==> src/rtl/sio_pkg.sv <==
package sio_pkg;
   localparam logic [4:0] OFS_DATA = 5'h00;
   localparam logic [4:0] OFS_STAT = 5'h04;
   localparam logic [4:0] OFS_CTRL = 5'h08;
   localparam logic [4:0] OFS_INTR = 5'h0C;
   localparam logic [4:0] OFS_BAUD = 5'h10;

   // bit 0 is tx_en; software decodes these positions
   typedef struct packed {
      logic rxo_ie;
      logic txo_ie;
      logic rx_ie;
      logic tx_ie;
      logic rx_en;
      logic tx_en;
   } ctrl_t;

   typedef enum logic [1:0] {RX_IDLE, RX_START, RX_DATA, RX_STOP} rx_state_e;
endpackage

==> src/rtl/sio_tx.sv <==
module sio_tx #(
   parameter int DIV_W  = 21,
   parameter int DATA_W = 8
) (
   input  logic              clk,
   input  logic              rst_n,
   input  logic [DIV_W-1:0]  div,
   input  logic              enable,
   input  logic              hold_full,
   input  logic [DATA_W-1:0] hold_data,
   output logic              take,
   output logic              txd
);
   localparam int FRAME_W = DATA_W + 2;
   localparam int BIT_W   = $clog2(FRAME_W);

   logic               busy;
   logic [FRAME_W-1:0] shreg;
   logic [DIV_W-1:0]   cnt;
   logic [BIT_W-1:0]   nbit;

   assign take = enable && hold_full && !busy;
   assign txd  = busy ? shreg[0] : 1'b1;

   always_ff @(posedge clk or negedge rst_n) begin
      if (!rst_n) begin
         busy  <= 1'b0;
         shreg <= '1;
         cnt   <= '0;
         nbit  <= '0;
      end else if (take) begin
         busy  <= 1'b1;
         shreg <= {1'b1, hold_data, 1'b0};
         cnt   <= '0;
         nbit  <= '0;
      end else if (busy) begin
         if (cnt == div - DIV_W'(1)) begin
            cnt   <= '0;
            shreg <= {1'b1, shreg[FRAME_W-1:1]};
            if (nbit == BIT_W'(FRAME_W - 1)) busy <= 1'b0;
            else                              nbit <= nbit + BIT_W'(1);
         end else begin
            cnt <= cnt + DIV_W'(1);
         end
      end
   end

   a_r3_start_low: assert property (@(posedge clk) disable iff (!rst_n)
      take |=> (txd == 1'b0));
   a_r3_bit_hold: assert property (@(posedge clk) disable iff (!rst_n)
      (busy && cnt != '0) |-> $stable(txd));
endmodule

==> src/rtl/sio_rx.sv <==
module sio_rx
   import sio_pkg::*;
#(
   parameter int DIV_W  = 21,
   parameter int DATA_W = 8
) (
   input  logic              clk,
   input  logic              rst_n,
   input  logic [DIV_W-1:0]  div,
   input  logic              enable,
   input  logic              rxd,
   output logic              done,
   output logic [DATA_W-1:0] data
);
   localparam int BIT_W = $clog2(DATA_W);

   logic             s1, s2, s3;
   rx_state_e        state;
   logic [DIV_W-1:0] cnt;
   logic [BIT_W-1:0] nbit;
   logic [DIV_W-1:0] half_m1;
   logic [DIV_W-1:0] full_m1;

   assign half_m1 = (div >> 1) - DIV_W'(1);
   assign full_m1 = div - DIV_W'(1);

   always_ff @(posedge clk or negedge rst_n) begin
      if (!rst_n) begin
         s1 <= 1'b1;
         s2 <= 1'b1;
         s3 <= 1'b1;
      end else begin
         s1 <= rxd;
         s2 <= s1;
         s3 <= s2;
      end
   end

   always_ff @(posedge clk or negedge rst_n) begin
      if (!rst_n) begin
         state <= RX_IDLE;
         cnt   <= '0;
         nbit  <= '0;
         data  <= '0;
         done  <= 1'b0;
      end else begin
         done <= 1'b0;
         if (!enable) begin
            state <= RX_IDLE;
         end else begin
            unique case (state)
               RX_IDLE: if (s3 && !s2) begin
                  state <= RX_START;
                  cnt   <= '0;
               end
               RX_START: if (cnt == half_m1) begin
                  cnt   <= '0;
                  nbit  <= '0;
                  state <= s2 ? RX_IDLE : RX_DATA;
               end else cnt <= cnt + DIV_W'(1);
               RX_DATA: if (cnt == full_m1) begin
                  cnt  <= '0;
                  data <= {s2, data[DATA_W-1:1]};
                  if (nbit == BIT_W'(DATA_W - 1)) state <= RX_STOP;
                  else                            nbit  <= nbit + BIT_W'(1);
               end else cnt <= cnt + DIV_W'(1);
               RX_STOP: if (cnt == full_m1) begin
                  state <= RX_IDLE;
                  done  <= s2;
               end else cnt <= cnt + DIV_W'(1);
               default: state <= RX_IDLE;
            endcase
         end
      end
   end

   a_r8_done_pulse: assert property (@(posedge clk) disable iff (!rst_n)
      done |=> !done);
endmodule

==> src/rtl/sio_port.sv <==
module sio_port
   import sio_pkg::*;
#(
   parameter int DIV_W       = 21,
   parameter int DATA_W      = 8,
   parameter int ADDR_W      = 5,
   parameter int DIV_RST     = 16,
   parameter int MIN_DIV     = 16,
   parameter bit IRQ_OUT_REG = 1'b0
) (
   input  logic              clk,
   input  logic              rst_n,
   input  logic              reg_valid,
   input  logic              reg_write,
   input  logic [ADDR_W-1:0] reg_addr,
   input  logic [31:0]       reg_wdata,
   output logic [31:0]       reg_rdata,
   input  logic              rxd,
   output logic              txd,
   output logic              irq_tx,
   output logic              irq_rx,
   output logic              irq_ovr,
   output logic              irq_any
);
   localparam int CTRL_W = $bits(ctrl_t);

   initial begin : p_param_chk
      if (DIV_W < 5 || DIV_W > 32) $error("sio_port: DIV_W out of range");
      if (DATA_W < 2 || DATA_W > 31) $error("sio_port: DATA_W out of range");
      if (ADDR_W < 5) $error("sio_port: ADDR_W too small");
      if (DIV_RST < MIN_DIV) $error("sio_port: reset divisor below minimum");
   end

   ctrl_t             ctrl;
   logic [DIV_W-1:0]  div_q;
   logic              tx_full, rx_full;
   logic [DATA_W-1:0] tx_buf, rx_buf, rx_byte;
   logic              st_txo, st_rxo;
   logic              fl_tx, fl_rx, fl_txo, fl_rxo;
   logic              take, rx_done;

   logic hit_data, hit_stat, hit_ctrl, hit_intr, hit_baud;
   logic wr_data, wr_stat, wr_ctrl, wr_intr, wr_baud, rd_data;
   logic tx_ovr_ev, rx_ovr_ev, rx_accept;

   assign hit_data = reg_addr == ADDR_W'(OFS_DATA);
   assign hit_stat = reg_addr == ADDR_W'(OFS_STAT);
   assign hit_ctrl = reg_addr == ADDR_W'(OFS_CTRL);
   assign hit_intr = reg_addr == ADDR_W'(OFS_INTR);
   assign hit_baud = reg_addr == ADDR_W'(OFS_BAUD);

   assign wr_data = reg_valid && reg_write && hit_data;
   assign wr_stat = reg_valid && reg_write && hit_stat;
   assign wr_ctrl = reg_valid && reg_write && hit_ctrl;
   assign wr_intr = reg_valid && reg_write && hit_intr;
   assign wr_baud = reg_valid && reg_write && hit_baud;
   assign rd_data = reg_valid && !reg_write && hit_data;

   assign tx_ovr_ev = wr_data && tx_full;
   assign rx_ovr_ev = rx_done && rx_full && !rd_data;
   assign rx_accept = rx_done && !rx_ovr_ev;

   logic unused_wdata_hi;
   assign unused_wdata_hi = ^reg_wdata[31:DIV_W];

   sio_tx #(.DIV_W(DIV_W), .DATA_W(DATA_W)) u_tx (
      .clk, .rst_n, .div(div_q), .enable(ctrl.tx_en),
      .hold_full(tx_full), .hold_data(tx_buf), .take, .txd
   );

   sio_rx #(.DIV_W(DIV_W), .DATA_W(DATA_W)) u_rx (
      .clk, .rst_n, .div(div_q), .enable(ctrl.rx_en),
      .rxd, .done(rx_done), .data(rx_byte)
   );

   // configuration registers
   always_ff @(posedge clk or negedge rst_n) begin
      if (!rst_n) begin
         ctrl  <= '0;
         div_q <= DIV_W'(DIV_RST);
      end else begin
         if (wr_ctrl) ctrl  <= ctrl_t'(reg_wdata[CTRL_W-1:0]);
         if (wr_baud) div_q <= reg_wdata[DIV_W-1:0];
      end
   end

   // holding buffers and overrun state; a set beats a same-cycle clear
   always_ff @(posedge clk or negedge rst_n) begin
      if (!rst_n) begin
         tx_full <= 1'b0;
         tx_buf  <= '0;
         rx_full <= 1'b0;
         rx_buf  <= '0;
         st_txo  <= 1'b0;
         st_rxo  <= 1'b0;
      end else begin
         if (take) tx_full <= 1'b0;
         if (wr_data && !tx_full) begin
            tx_full <= 1'b1;
            tx_buf  <= reg_wdata[DATA_W-1:0];
         end
         if (rd_data) rx_full <= 1'b0;
         if (rx_accept) begin
            rx_full <= 1'b1;
            rx_buf  <= rx_byte;
         end
         if (wr_stat && reg_wdata[2]) st_txo <= 1'b0;
         if (wr_stat && reg_wdata[3]) st_rxo <= 1'b0;
         if (tx_ovr_ev) st_txo <= 1'b1;
         if (rx_ovr_ev) st_rxo <= 1'b1;
      end
   end

   // interrupt flags, write-one-to-clear
   always_ff @(posedge clk or negedge rst_n) begin
      if (!rst_n) begin
         fl_tx  <= 1'b0;
         fl_rx  <= 1'b0;
         fl_txo <= 1'b0;
         fl_rxo <= 1'b0;
      end else begin
         if (wr_intr && reg_wdata[0]) fl_tx  <= 1'b0;
         if (wr_intr && reg_wdata[1]) fl_rx  <= 1'b0;
         if (wr_intr && reg_wdata[2]) fl_txo <= 1'b0;
         if (wr_intr && reg_wdata[3]) fl_rxo <= 1'b0;
         if (take && ctrl.tx_ie)          fl_tx  <= 1'b1;
         if (rx_accept && ctrl.rx_ie)     fl_rx  <= 1'b1;
         if (tx_ovr_ev && ctrl.txo_ie)    fl_txo <= 1'b1;
         if (rx_ovr_ev && ctrl.rxo_ie)    fl_rxo <= 1'b1;
      end
   end

   logic pend_tx, pend_rx, pend_ovr;
   assign pend_tx  = fl_tx & ctrl.tx_ie;
   assign pend_rx  = fl_rx & ctrl.rx_ie;
   assign pend_ovr = (fl_txo & ctrl.txo_ie) | (fl_rxo & ctrl.rxo_ie);

   generate
      if (IRQ_OUT_REG) begin : g_irq_ff
         always_ff @(posedge clk or negedge rst_n) begin
            if (!rst_n) begin
               irq_tx  <= 1'b0;
               irq_rx  <= 1'b0;
               irq_ovr <= 1'b0;
               irq_any <= 1'b0;
            end else begin
               irq_tx  <= pend_tx;
               irq_rx  <= pend_rx;
               irq_ovr <= pend_ovr;
               irq_any <= pend_tx | pend_rx | pend_ovr;
            end
         end
      end else begin : g_irq_comb
         assign irq_tx  = pend_tx;
         assign irq_rx  = pend_rx;
         assign irq_ovr = pend_ovr;
         assign irq_any = pend_tx | pend_rx | pend_ovr;
      end
   endgenerate

   always_comb begin
      reg_rdata = '0;
      if (hit_data)      reg_rdata = 32'(rx_buf);
      else if (hit_stat) reg_rdata = {28'd0, st_rxo, st_txo, rx_full, tx_full};
      else if (hit_ctrl) reg_rdata = 32'(ctrl);
      else if (hit_intr) reg_rdata = {28'd0, fl_rxo, fl_txo, fl_rx, fl_tx};
      else if (hit_baud) reg_rdata = 32'(div_q);
   end

   a_r5_tx_overrun: assert property (@(posedge clk) disable iff (!rst_n)
      (wr_data && tx_full) |=> st_txo);
   a_r7_rx_overrun: assert property (@(posedge clk) disable iff (!rst_n)
      (rx_done && rx_full && !rd_data) |=> st_rxo);
   a_r7_keep_byte: assert property (@(posedge clk) disable iff (!rst_n)
      (rx_done && rx_full && !rd_data) |=> (rx_buf == $past(rx_buf)));
   a_r6_read_clears: assert property (@(posedge clk) disable iff (!rst_n)
      (rd_data && !rx_done) |=> !rx_full);
   a_r4_take_frees: assert property (@(posedge clk) disable iff (!rst_n)
      take |=> !tx_full);
   a_r9_w1c_rx: assert property (@(posedge clk) disable iff (!rst_n)
      (wr_intr && reg_wdata[1] && !(rx_accept && ctrl.rx_ie)) |=> !fl_rx);
endmodule

==> config.mk <==
export PLATFORM = sky130hd
export DESIGN_NAME = sio_port
export DESIGN_NICKNAME = d
export VERILOG_FILES = /design/src/rtl/sio_pkg.sv /design/src/rtl/sio_tx.sv /design/src/rtl/sio_rx.sv /design/src/rtl/sio_port.sv
export SDC_FILE = /design/constraint.sdc
export NUM_CORES = 1
export LEC_CHECK = 0
export BUFFER_PORTS_ARGS = -buffer_cell sky130_fd_sc_hd__buf_4
export CAP_MARGIN = 25
export CELL_PAD_IN_SITES_DETAIL_PLACEMENT = 2
export CELL_PAD_IN_SITES_GLOBAL_PLACEMENT = 2
export CORE_MARGIN = 2
export CORE_UTILIZATION = 38
export CTS_BUF_LIST = sky130_fd_sc_hd__clkbuf_16
export CTS_CLUSTER_SIZE = 28
export DETAILED_ROUTE_END_ITERATION = 12
export GPL_ROUTABILITY_DRIVEN = 0
export GPL_TIMING_DRIVEN = 1
export MAX_ROUTING_LAYER = met4
export PLACE_DENSITY_LB_ADDON = 0.1
export SLEW_MARGIN = 25
export SYNTH_ARGS = -nofsm -noshare
export SYNTH_HDL_FRONTEND = slang
export SYNTH_SLANG_ARGS = --single-unit
==> constraint.sdc <==
create_clock -name clk -period 4.5 [get_ports clk]
set_input_delay 1.35 -clock clk [delete_from_list [all_inputs] [get_ports clk]]
set_output_delay 1.35 -clock clk [all_outputs]
set_load 0.05 [all_outputs]
# Yosys cells after proc, flatten, opt, wreduce, memory -nomap -nowiden
# Cells that the tools add are included.
# op_classes
addsub	6
n_eq_ne	23
n_mux	56
n_bitwise	7
reduce_logical	51
# ops
operator	n
2-to-1 mux 21 bit	12
case mux 21 bit (4 select lines)	1
equality test 21 bit	3
adder 21 x 1 -> 21 bit, second input constant	2
2-to-1 mux 10 bit	3
logical AND 1 bit	26
2-to-1 mux 1 bit	24
nonzero test 2 bit	11
subtractor 20 x 1 -> 21 bit, second input constant	1
subtractor 21 x 1 -> 21 bit, second input constant	1
2-to-1 mux 4 bit	4
!= test 3 x 2 -> 1 bit, second input constant	5
2-to-1 mux 2 bit	7
equality test 5 x 4 -> 1 bit, second input constant	2
AND reduction 5 bit	2
2-to-1 mux 3 bit	3
AND reduction 3 bit	3
case mux 2 bit (4 select lines)	1
zero test 1 bit	6
!= test 2 x 1 -> 1 bit, second input constant	3
!= test 2 bit, second input constant	3
case mux 3 bit (2 select lines)	1
equality test 5 x 3 -> 1 bit, second input constant	1
equality test 5 bit, second input constant	1
other kinds (11)	17
# totals
reg_bits	125
inputBits	42
out_inout_bits	37
word_cells	172

# Depth between registers and ports, before layout
# Gate-level depths: netlist (run 1).
# depth
depth_word	9
depth_mapped	17
depth_no_buf	11

# Cells and area by module
# A second synthesis (run 1) with hierarchy kept.
# hier_totals
hier_cells	972
area_unflattened_um2	8942.3
# modules_own_cells
mod	instances	cells_per_inst	area_per_inst_um2	seq_area_each_um2
sio_rx	1	436	3629.7	954.7
sio_tx	1	336	2821.5	887.1
sio_port	1	200	2491.1	1277.5

# Worst setup path after synthesis (run 1)
# No wires, ideal clock.
# synth_timing
kind	in2out
start	input reg_addr[4]
end	output reg_rdata[0]
t_arrival_ns	2.970
t_required_ns	3.150
slack_ns	0.180
stages	4
path_buffers	0
path_cell_list	nor4_1 -> nor2b_1 -> a222oi_1 -> nand2_1
# synth_via
elab_chain_cells	6
elab_cells_between_ends	10
# synth_lines
element	line_no	rtl
from (decl)	sio_port.sv:15	input logic [ADDR_W-1:0] reg_addr,
equality test 5 bit	sio_port.sv:50	assign hit_baud = reg_addr == ADDR_W'(OFS_BAUD);
2-to-1 mux 21 bit	sio_port.sv:167	else if (hit_baud) reg_rdata = 32'(div_q);
2-to-1 mux 21 bit	sio_port.sv:166	else if (hit_intr) reg_rdata = {28'd0, fl_rxo, fl_txo, fl_rx, fl_tx};
2-to-1 mux 21 bit	sio_port.sv:165	else if (hit_ctrl) reg_rdata = 32'(ctrl);
2-to-1 mux 21 bit	sio_port.sv:164	else if (hit_stat) reg_rdata = {28'd0, st_rxo, st_txo, rx_full, tx_full};
2-to-1 mux 21 bit *	sio_port.sv:163	if (hit_data) reg_rdata = 32'(rx_buf);
to (decl)	sio_port.sv:17	output logic [31:0] reg_rdata,
# Every way passes the cells marked *; elsewhere a longest branch is shown, timed or not.

# Worst setup path after layout (run 1)
# layout_timing
start	input reg_addr[4]
end	output reg_rdata[1]
# Same word-level chain as after synthesis.

==> impl.org, run 1 <==
** STA
- After routing, the total negative slack on setup checks comes to 0 ns.
- Setup repair after global routing left no endpoint under its margin.
- Clock skew on the completed layout was measured at 0.0126 ns.
- Transition at the pin with the smallest max-transition slack :: 0.898 ns
- Hold Fails Final Rpt :: 0
- The worst pin sits at a relative slew slack of 0.399.
- Post-route clock period utilization :: 0.971
- Setup violations, final :: 0
- The number of pins with negative max-slew slack in the final report is 0.
- Clock period minus final worst setup slack :: 4.37 ns
- Based on the critical path, the design can be clocked at up to 229 MHz.

** Clock tree
- Cells resized by post-CTS repair :: 0
- TritonCTS clock tree :: yes
- Worst-Skew Late Latency :: 0.43 ns
- CTS buffer count :: 17
- After clock tree synthesis, the clock-pin slew on the worst setup and hold paths is 0.07 ns.
- The number of hold buffers added after CTS was 0.
- Max Buffers Root-to-Sink :: 2
- Setup bufs post-CTS :: 0
- Depth of the CTS H-tree :: 4
- Sink count of the clock tree :: 124
- Cell at the root of the clock tree :: sky130_fd_sc_hd__clkbuf_16

** Critical path
- The worst setup path is of the primary input to output pin kind.
- Data arrives at the worst endpoint at 3.02 ns.
- Worst Setup End Kind :: output pin
- CP Data Required Time :: 3.15 ns
- STA classifies the critical path startpoint as a primary input.
- Critical path fanouts, max :: 16

** Die
- Die Span X :: 155 µm
- 79 I/O pins were placed.
- Placeable core region :: 22400 µm²
- Overall die area :: 23900 µm²
- Starting Density :: 0.385
- The die is 155 µm tall.
- Number of cell rows :: 55

** Placement
- After detailed placement, the total cell area comes to 9350 µm².
- In this run the tool buffered the top-level ports with 56 buffer cells.
- Half-perimeter wire length of the detailed placement result :: 22400 µm
- Once placement completed, the tool counted placed cells totaling 1249.

** Drt
- Number of detailed-routing iterations run before antenna repair :: 4
- Wirelength per Cell :: 23.7 µm
- Count of unresolved DRC violations after routing :: 0
- Summed over all layers, the routed wires come to 30300 µm.
- Across all layers, the routed design uses 7703 vias.
- Average vias per placed instance :: 6.01
- Final ANT Viol Nets :: 0
- Initial drt markers :: 377

** Synthesis
- Of the total synthesized cell area, the portion taken by XOR and XNOR cells is 0.0873.
- Share of the synthesized area in compound gates (AO/OA/AOI/OAI) :: 0.156
- Of the total synthesized cell area, the portion taken by AND, OR, NAND and NOR gates is 0.258.
- sky130_fd_sc_hd__dfrtp_1 takes more of the synthesized area than any other cell.
- Summed instance area of the synthesized netlist :: 8630 µm²
- Counting flops with an async set or reset pin after synthesis yields a share of 1.00.
- The cell count after synthesis came out at 945.
- Mux contribution to synthesized area :: 0.0683
- The Yosys step of the flow raised 0 warnings.
- Cells taking the most area after synthesis :: sky130_fd_sc_hd__dfrtp_1 32%, sky130_fd_sc_hd__mux2_2 5.1%, sky130_fd_sc_hd__xnor2_1 4.6%, sky130_fd_sc_hd__dfstp_2 4.0%, sky130_fd_sc_hd__nand2_1 3.6%
- Of the total synthesized cell area, the portion taken by full adders, half adders and majority gates is 0.0116.
- By area, the combinational part of the netlist is dominated by simple AND/OR/NAND/NOR gates.
- Counting flops and latches in the post-synthesis netlist gives 124.
- Post-synth EDFFs :: 0
- Share of synthesized area occupied by flip-flops and latches :: 0.361
- The share of synthesized area in the top cell type comes to 0.322.
- Synth Flop Type :: sky130_fd_sc_hd__dfrtp_1
- Number of distinct library cell variants in the gate-level netlist after synthesis :: 91
- Dividing the synthesized area by the synthesized cell count gives 9.13 µm².

** Final layout
- The multi-input combinational cells in the finished layout cover a total of 5070 µm².
- P&R area growth vs syn :: 15.4%
- The number of antenna diodes in the final layout is 0.
- Post-layout net count :: 1033
- After filler insertion, the fill cell instance count of the layout stands at 2449.
- Across the whole layout, storage elements account for 3120 µm².
- Once layout is complete, the cells apart from fillers number 1281.
- Ratio of cells with drive above 1 in the final layout :: 0.212
- Once layout is done, the placed cells without fillers occupy 9960 µm².

** Power and ir drop
- Total internal power :: 0.00247 W
- Dividing total power by cell area gives a power density of 394 nW/µm².
- Design Power :: 0.00393 W
- The share of total power dissipated in the clock network is 0.369.
- Of the total power, registers draw 0.344.
- The worst-case IR drop observed on VDD is 238 µV.
- The share of total power dissipated in combinational logic is 0.287.
- Leak pwr :: 4.46 nW
- Net Sw Power :: 0.00145 W
- Of the total power, the share spent switching nets is 0.370.

** Global routing
- Largest net degree at the start of global routing :: 64
- The number of antenna violations at the first check in global routing was 0.
- Met3 global-route usage :: 0.0384
- Total routing resource utilization after global routing :: 0.270
- In the global route stage, met2 resource usage came out at 0.464.
- For met1 alone, demand over resource in global routing was 0.335.
- The first global-routing pass estimated 48900 µm of wire.
- The layer flagged by global routing as most heavily used is met2.
- Total congestion overflow :: 0
- The via count of the first global-routing pass came to 8541.

** Min path
- In this run the worst hold path is classified as flip-flop to flip-flop.

** Outcome
- Status :: completed

** Run
- The tool flagged a number of max-cap violations equal to 0.
-- metal layers --
layer,routed length [µm],vias to the layer above
li1,-,3495
met1,13100,3994
met2,15600,175
met3,1100,39
met4,596,0
met5,0,-
-- final cells by class --
class,count,area share
Clock inverter,15,0.0177
Tap cell,285,0.0358
Clock buffer,17,0.0427
Inverter,20,0.00754
Timing Repair Buffer,95,0.0741
Multi-Input combinational cell,725,0.509
Sequential cell,124,0.313
-- critical path: stages --
cell	delay [ns]
sky130_fd_sc_hd__buf_4	0.18
sky130_fd_sc_hd__nor4b_1	0.43
sky130_fd_sc_hd__nor2b_1	0.53
sky130_fd_sc_hd__a222oi_1	0.18
sky130_fd_sc_hd__nand2_1	0.14
sky130_fd_sc_hd__buf_4	0.20
-- kinds of logic after synthesis --
| group | Yosys count |
|---|---|
| AOI/OAI and AO/OA | 187 |
| xor gates and xnor gates | 82 |
| adders and majority gates | 8 |
| buffers and inverters | 106 |
| DFF | 124 |
| muxes | 53 |
| other | 1 |
| and+or+nand+nor | 384 |
-- flip-flops by register name, indices dropped and copies added, names as in the netlist, 2 cells and up --
name / count
tx_buf: 8
u_tx.shreg: 9
rx_buf: 8
u_rx.cnt: 21
u_rx.nbit: 3
u_rx.state: 2
div_q: 21
u_tx.cnt: 21
u_rx.data: 8
ctrl: 6
u_tx.nbit: 4
-- power groups by stage --
| stage | logic (W) | registers, W | clock network, W |
|---|---|---|---|
| global placement | 0.00106 | 0.00136 | 0 |
| CTS | 0.00112 | 0.00135 | 0.00148 |
| global route | 0.00123 | 0.00137 | 0.00153 |
| finish | 0.00113 | 0.00135 | 0.00145 |
| floorplan | 0.000787 | 0.00129 | 0 |
| detailed placement | 0.00110 | 0.00137 | 0 |
-- placed cells by master, fill, tap and decap left out, types with 19 or more instances in the layout --
cell type                 count
sky130_fd_sc_hd__a21o_1      20
sky130_fd_sc_hd__a21oi_1     21
sky130_fd_sc_hd__a22o_1      21
sky130_fd_sc_hd__and3_1      30
sky130_fd_sc_hd__buf_4       93
sky130_fd_sc_hd__dfrtp_1    111
sky130_fd_sc_hd__inv_1       20
sky130_fd_sc_hd__mux2_2      39
sky130_fd_sc_hd__nand2_1     83
sky130_fd_sc_hd__nand3_1     49
sky130_fd_sc_hd__nor2_1      46
sky130_fd_sc_hd__nor4_1      19
sky130_fd_sc_hd__o21ai_0     38
sky130_fd_sc_hd__xnor2_1     45
sky130_fd_sc_hd__xor2_1      34
-- final timing paths --
check | start | to | slack, ns | cells after the start
setup / recovery | reg_addr[4] | reg_rdata[1] | 0.13 | 6
hold / removal | u_rx.s1 | u_rx.s2 | 0.35 | 0
setup reg to reg | div_q[3] | u_rx.cnt[7] | 0.45 | 10
hold reg to reg | u_rx.s1 | u_rx.s2 | 0.35 | 0
max in group asynchronous | rst_n | u_rx.s1 | 2.57 | 2
min in group asynchronous | rst_n | u_tx.nbit[1] | 1.00 | 1
-- metrics by stage --
stage	utilization	hold WS, ns	setup WS [ns]
after floorplan	-	0.345	0.180
after global placement	0.417	0.346	0.281
after detailed placement	0.417	0.347	0.175
after CTS	0.444	0.355	0.153
after global routing	0.444	0.360	0.00100
final	0.444	0.352	0.131
-- synthesized netlist by cell type, types with 5 or more instances --
cell type,number
sky130_fd_sc_hd__nand3b_1,5
sky130_fd_sc_hd__or3_1,18
sky130_fd_sc_hd__a22o_1,21
sky130_fd_sc_hd__buf_2,13
sky130_fd_sc_hd__and4_1,5
sky130_fd_sc_hd__nor2b_1,8
sky130_fd_sc_hd__nand3_1,49
sky130_fd_sc_hd__inv_1,20
sky130_fd_sc_hd__mux2_2,39
sky130_fd_sc_hd__buf_4,15
sky130_fd_sc_hd__nand2b_1,9
sky130_fd_sc_hd__dfrtp_1,111
sky130_fd_sc_hd__xnor2_1,45
sky130_fd_sc_hd__a21oi_1,22
sky130_fd_sc_hd__mux2_1,8
sky130_fd_sc_hd__nor3b_1,14
sky130_fd_sc_hd__nor2_1,46
sky130_fd_sc_hd__and2_1,10
sky130_fd_sc_hd__a21o_1,20
sky130_fd_sc_hd__nand2_1,83
sky130_fd_sc_hd__or4_1,18
sky130_fd_sc_hd__nor3_1,17
sky130_fd_sc_hd__a211o_1,6
sky130_fd_sc_hd__o21bai_1,5
sky130_fd_sc_hd__nand4_1,14
sky130_fd_sc_hd__nor4_1,20
sky130_fd_sc_hd__a31oi_1,6
sky130_fd_sc_hd__xor2_1,34
sky130_fd_sc_hd__clkbuf_1,49
sky130_fd_sc_hd__o21ai_0,38
sky130_fd_sc_hd__ha_1,8
sky130_fd_sc_hd__mux2i_1,6
sky130_fd_sc_hd__dfstp_2,13
sky130_fd_sc_hd__buf_1,6
sky130_fd_sc_hd__and3_1,30
sky130_fd_sc_hd__or2_2,7
No activity file was read; power rests on OpenSTA's default activity.
==> run 2, diff against run 1 <==
- CORE_UTILIZATION: 38 -> 41
- clock period: 4.5 -> 5.3 ns (I/O delays scaled with it)
==> impl.org, run 2 (synthesized netlist as in run 1, its figures left out) <==
** Outcome
- Status :: completed

** Clock tree
- The tree built by TritonCTS fans out to 124 sinks.
- TritonCTS clock tree :: yes
- At the later pin of the worst-skew pair, clock insertion delay measures 0.44 ns.
- Cells resized by post-CTS repair :: 0
- CTS buffer count :: 17
- The tree is rooted in a sky130_fd_sc_hd__clkbuf_16.
- Setup bufs post-CTS :: 0
- Depth of the CTS H-tree :: 4
- After clock tree synthesis, the flow added hold-fix buffers numbering 0.
- Clock transition at path regs :: 0.07 ns
- Max Buffers Root-to-Sink :: 2

** Die
- In this run the vertical extent of the chip is 149 µm.
- For this design the top-level I/O count stands at 79.
- Placeable core region :: 20800 µm²
- In this run the core area contains 53 standard-cell rows.
- Overall die area :: 22200 µm²
- Die Span X :: 149 µm
- For this configuration, the core starts out at a cell density of 0.415.

** Final layout
- Post-layout net count :: 1010
- Top flop regs :: div_q (21), u_rx.cnt (21), u_tx.cnt (21)
- Layout Cells excl Fill :: 1248
- In the layout the commonest cells are 111 x sky130_fd_sc_hd__dfrtp_1, 83 x sky130_fd_sc_hd__nand2_1, 72 x sky130_fd_sc_hd__buf_4.
- Final design area excluding fillers :: 9730 µm²
- Antenna diode instance count :: 0
- P&R area growth vs syn :: 12.7%
- Leaving out fill and tap cells, the most frequent cell in the layout is sky130_fd_sc_hd__dfrtp_1.
- Count of filler cells inserted in the layout :: 2254
- In the final layout, the share of cells above drive strength 1 is 0.196.

** Critical path
- Crit Path Category :: primary input to output pin
- CP Data Required Time :: 3.71 ns
- Setup slack of the most critical reg-to-reg path :: 0.73 ns
- Critical path arrival :: 3.30 ns
- Worst Setup End Kind :: output pin
- The worst register-to-register path ends at u_rx.cnt[9].
- The startpoint identified for the worst register-to-register timing path is div_q[2].
- For the worst flop-to-flop path, the logic depth is 11.
- STA classifies the critical path startpoint as a primary input.
- Critical path fanouts, max :: 16

** Global routing
- Global routing finished with a remaining overflow of 0.
- The via count of the first global-routing pass was 8403.
- The number of antenna violations at the first check in global routing is 0.
- The first global-routing pass estimated 48400 µm of wire.
- In the global route stage, overall resource usage came out at 0.291.
- Largest net degree at the start of global routing :: 71

** Power and ir drop
- Summed over all nets, the switching power comes to 0.00123 W.
- IR analysis of the VDD net gives a maximum drop of 235 µV.
- The completed layout was analyzed and its total power is 0.00324 W.
- Of the total power, combinational logic draws 0.265.
- Register share of total power :: 0.368
- In this run the static leakage power is 4.32 nW.
- Of the total power, the clock network draws 0.366.
- Net switching share of the total power :: 0.380
- Total internal power :: 0.00201 W
- Power density over the cells :: 333 nW/µm²

** Drt
- Final wirelength :: 30300 µm
- Wirelength per Cell :: 24.3 µm
- The detailed router finished its first iteration with 453 violations.
- In the routed design, unresolved DRC markers number 0.
- Routed via count :: 7680
- Average vias per placed instance :: 6.15
- Final ANT Viol Nets :: 0
- Number of detailed-routing iterations run before antenna repair :: 5

** STA
- Clock skew on the completed layout was measured at 0.0298 ns.
- Final total negative setup slack :: 0 ns
- Measured against its own limit, the worst slew margin works out to 0.317.
- Post-route clock period utilization :: 0.923
- The number of pins with negative max-slew slack in the final report is 0.
- Hold Fails Final Rpt :: 0
- Setup repair after global routing left no endpoint under its margin.
- Timing would allow up to 204 MHz.
- The worst path needs 4.89 ns of the cycle, external delays included.
- At the pin with the least slew margin, the transition time is 1.02 ns.
- Setup violations, final :: 0

** Placement
- The number of placed instances, taps included, is 1216.
- During placement, the flow inserted port buffers numbering 56.
- DP Area :: 9140 µm²
- Half-perimeter wire length of the detailed placement result :: 21800 µm

** Min path
- End of the worst hold path :: u_rx.s2
- The worst hold path belongs to the class flip-flop to flip-flop.
- Start point of the worst min-delay path :: u_rx.s1
- Hold path depth :: 0

** Run
- The tool flagged a number of max-cap violations equal to 0.
run 2: how the worst max path moves through the flow:
stage / from / endpoint / slack (ns) / cells after the start
finish: reg_addr[4] / reg_rdata[3] / 0.41 / 7
global route: reg_addr[4] / reg_rdata[3] / 0.31 / 7
CTS: reg_addr[4] / reg_rdata[3] / 0.44 / 7
detailed placement: reg_addr[4] / reg_rdata[5] / 0.52 / 6
global placement: reg_addr[4] / reg_rdata[0] / 0.53 / 7
floorplan: reg_addr[4] / reg_rdata[0] / 0.50 / 4
run 2: layout make-up:
class                           instances  area, µm²  area share
Timing Repair Buffer                   72        541      0.0555
Tap cell                              275        344      0.0354
Clock buffer                           17        425      0.0437
Sequential cell                       124       3120       0.321
Inverter                               20       75.1     0.00772
Clock inverter                         15        154      0.0158
Multi-Input combinational cell        725       5070       0.521
run 2: through the flow:
stage	worst slack, ns	utilization	hold WS [ns]
finish	0.409	0.467	0.358
global placement	0.534	0.439	0.347
global route	0.312	0.467	0.366
floorplan	0.500	-	0.345
CTS	0.436	0.467	0.360
detailed placement	0.518	0.439	0.350
run 2: per-layer routing:
layer | vias to the layer above | track usage | part of all wire
met5 | - | - | 0
met3 | 33 | 0.0450 | 0.032
met2 | 167 | 0.496 | 0.51
met1 | 4027 | 0.361 | 0.44
met4 | 0 | 0.0781 | 0.017
li1 | 3453 | - | -
run 2: power groups by stage:
stage                     Clock (W)  Combinational (W)  Sequential, W
final                       0.00119           0.000858        0.00119
after global routing        0.00124           0.000936        0.00121
after CTS                   0.00121           0.000852        0.00119
after detailed placement          0           0.000837        0.00121
after global placement            0           0.000795        0.00120
after floorplan                   0           0.000668        0.00110
run 2: worst max-delay path, stage by stage:
cell and delay [ns]:
sky130_fd_sc_hd__buf_4 0.18, sky130_fd_sc_hd__nor4_1 0.29, sky130_fd_sc_hd__buf_4 0.22, sky130_fd_sc_hd__nor2b_1 0.46, sky130_fd_sc_hd__a222oi_1 0.20, sky130_fd_sc_hd__nand2_1 0.15
sky130_fd_sc_hd__buf_4 0.21
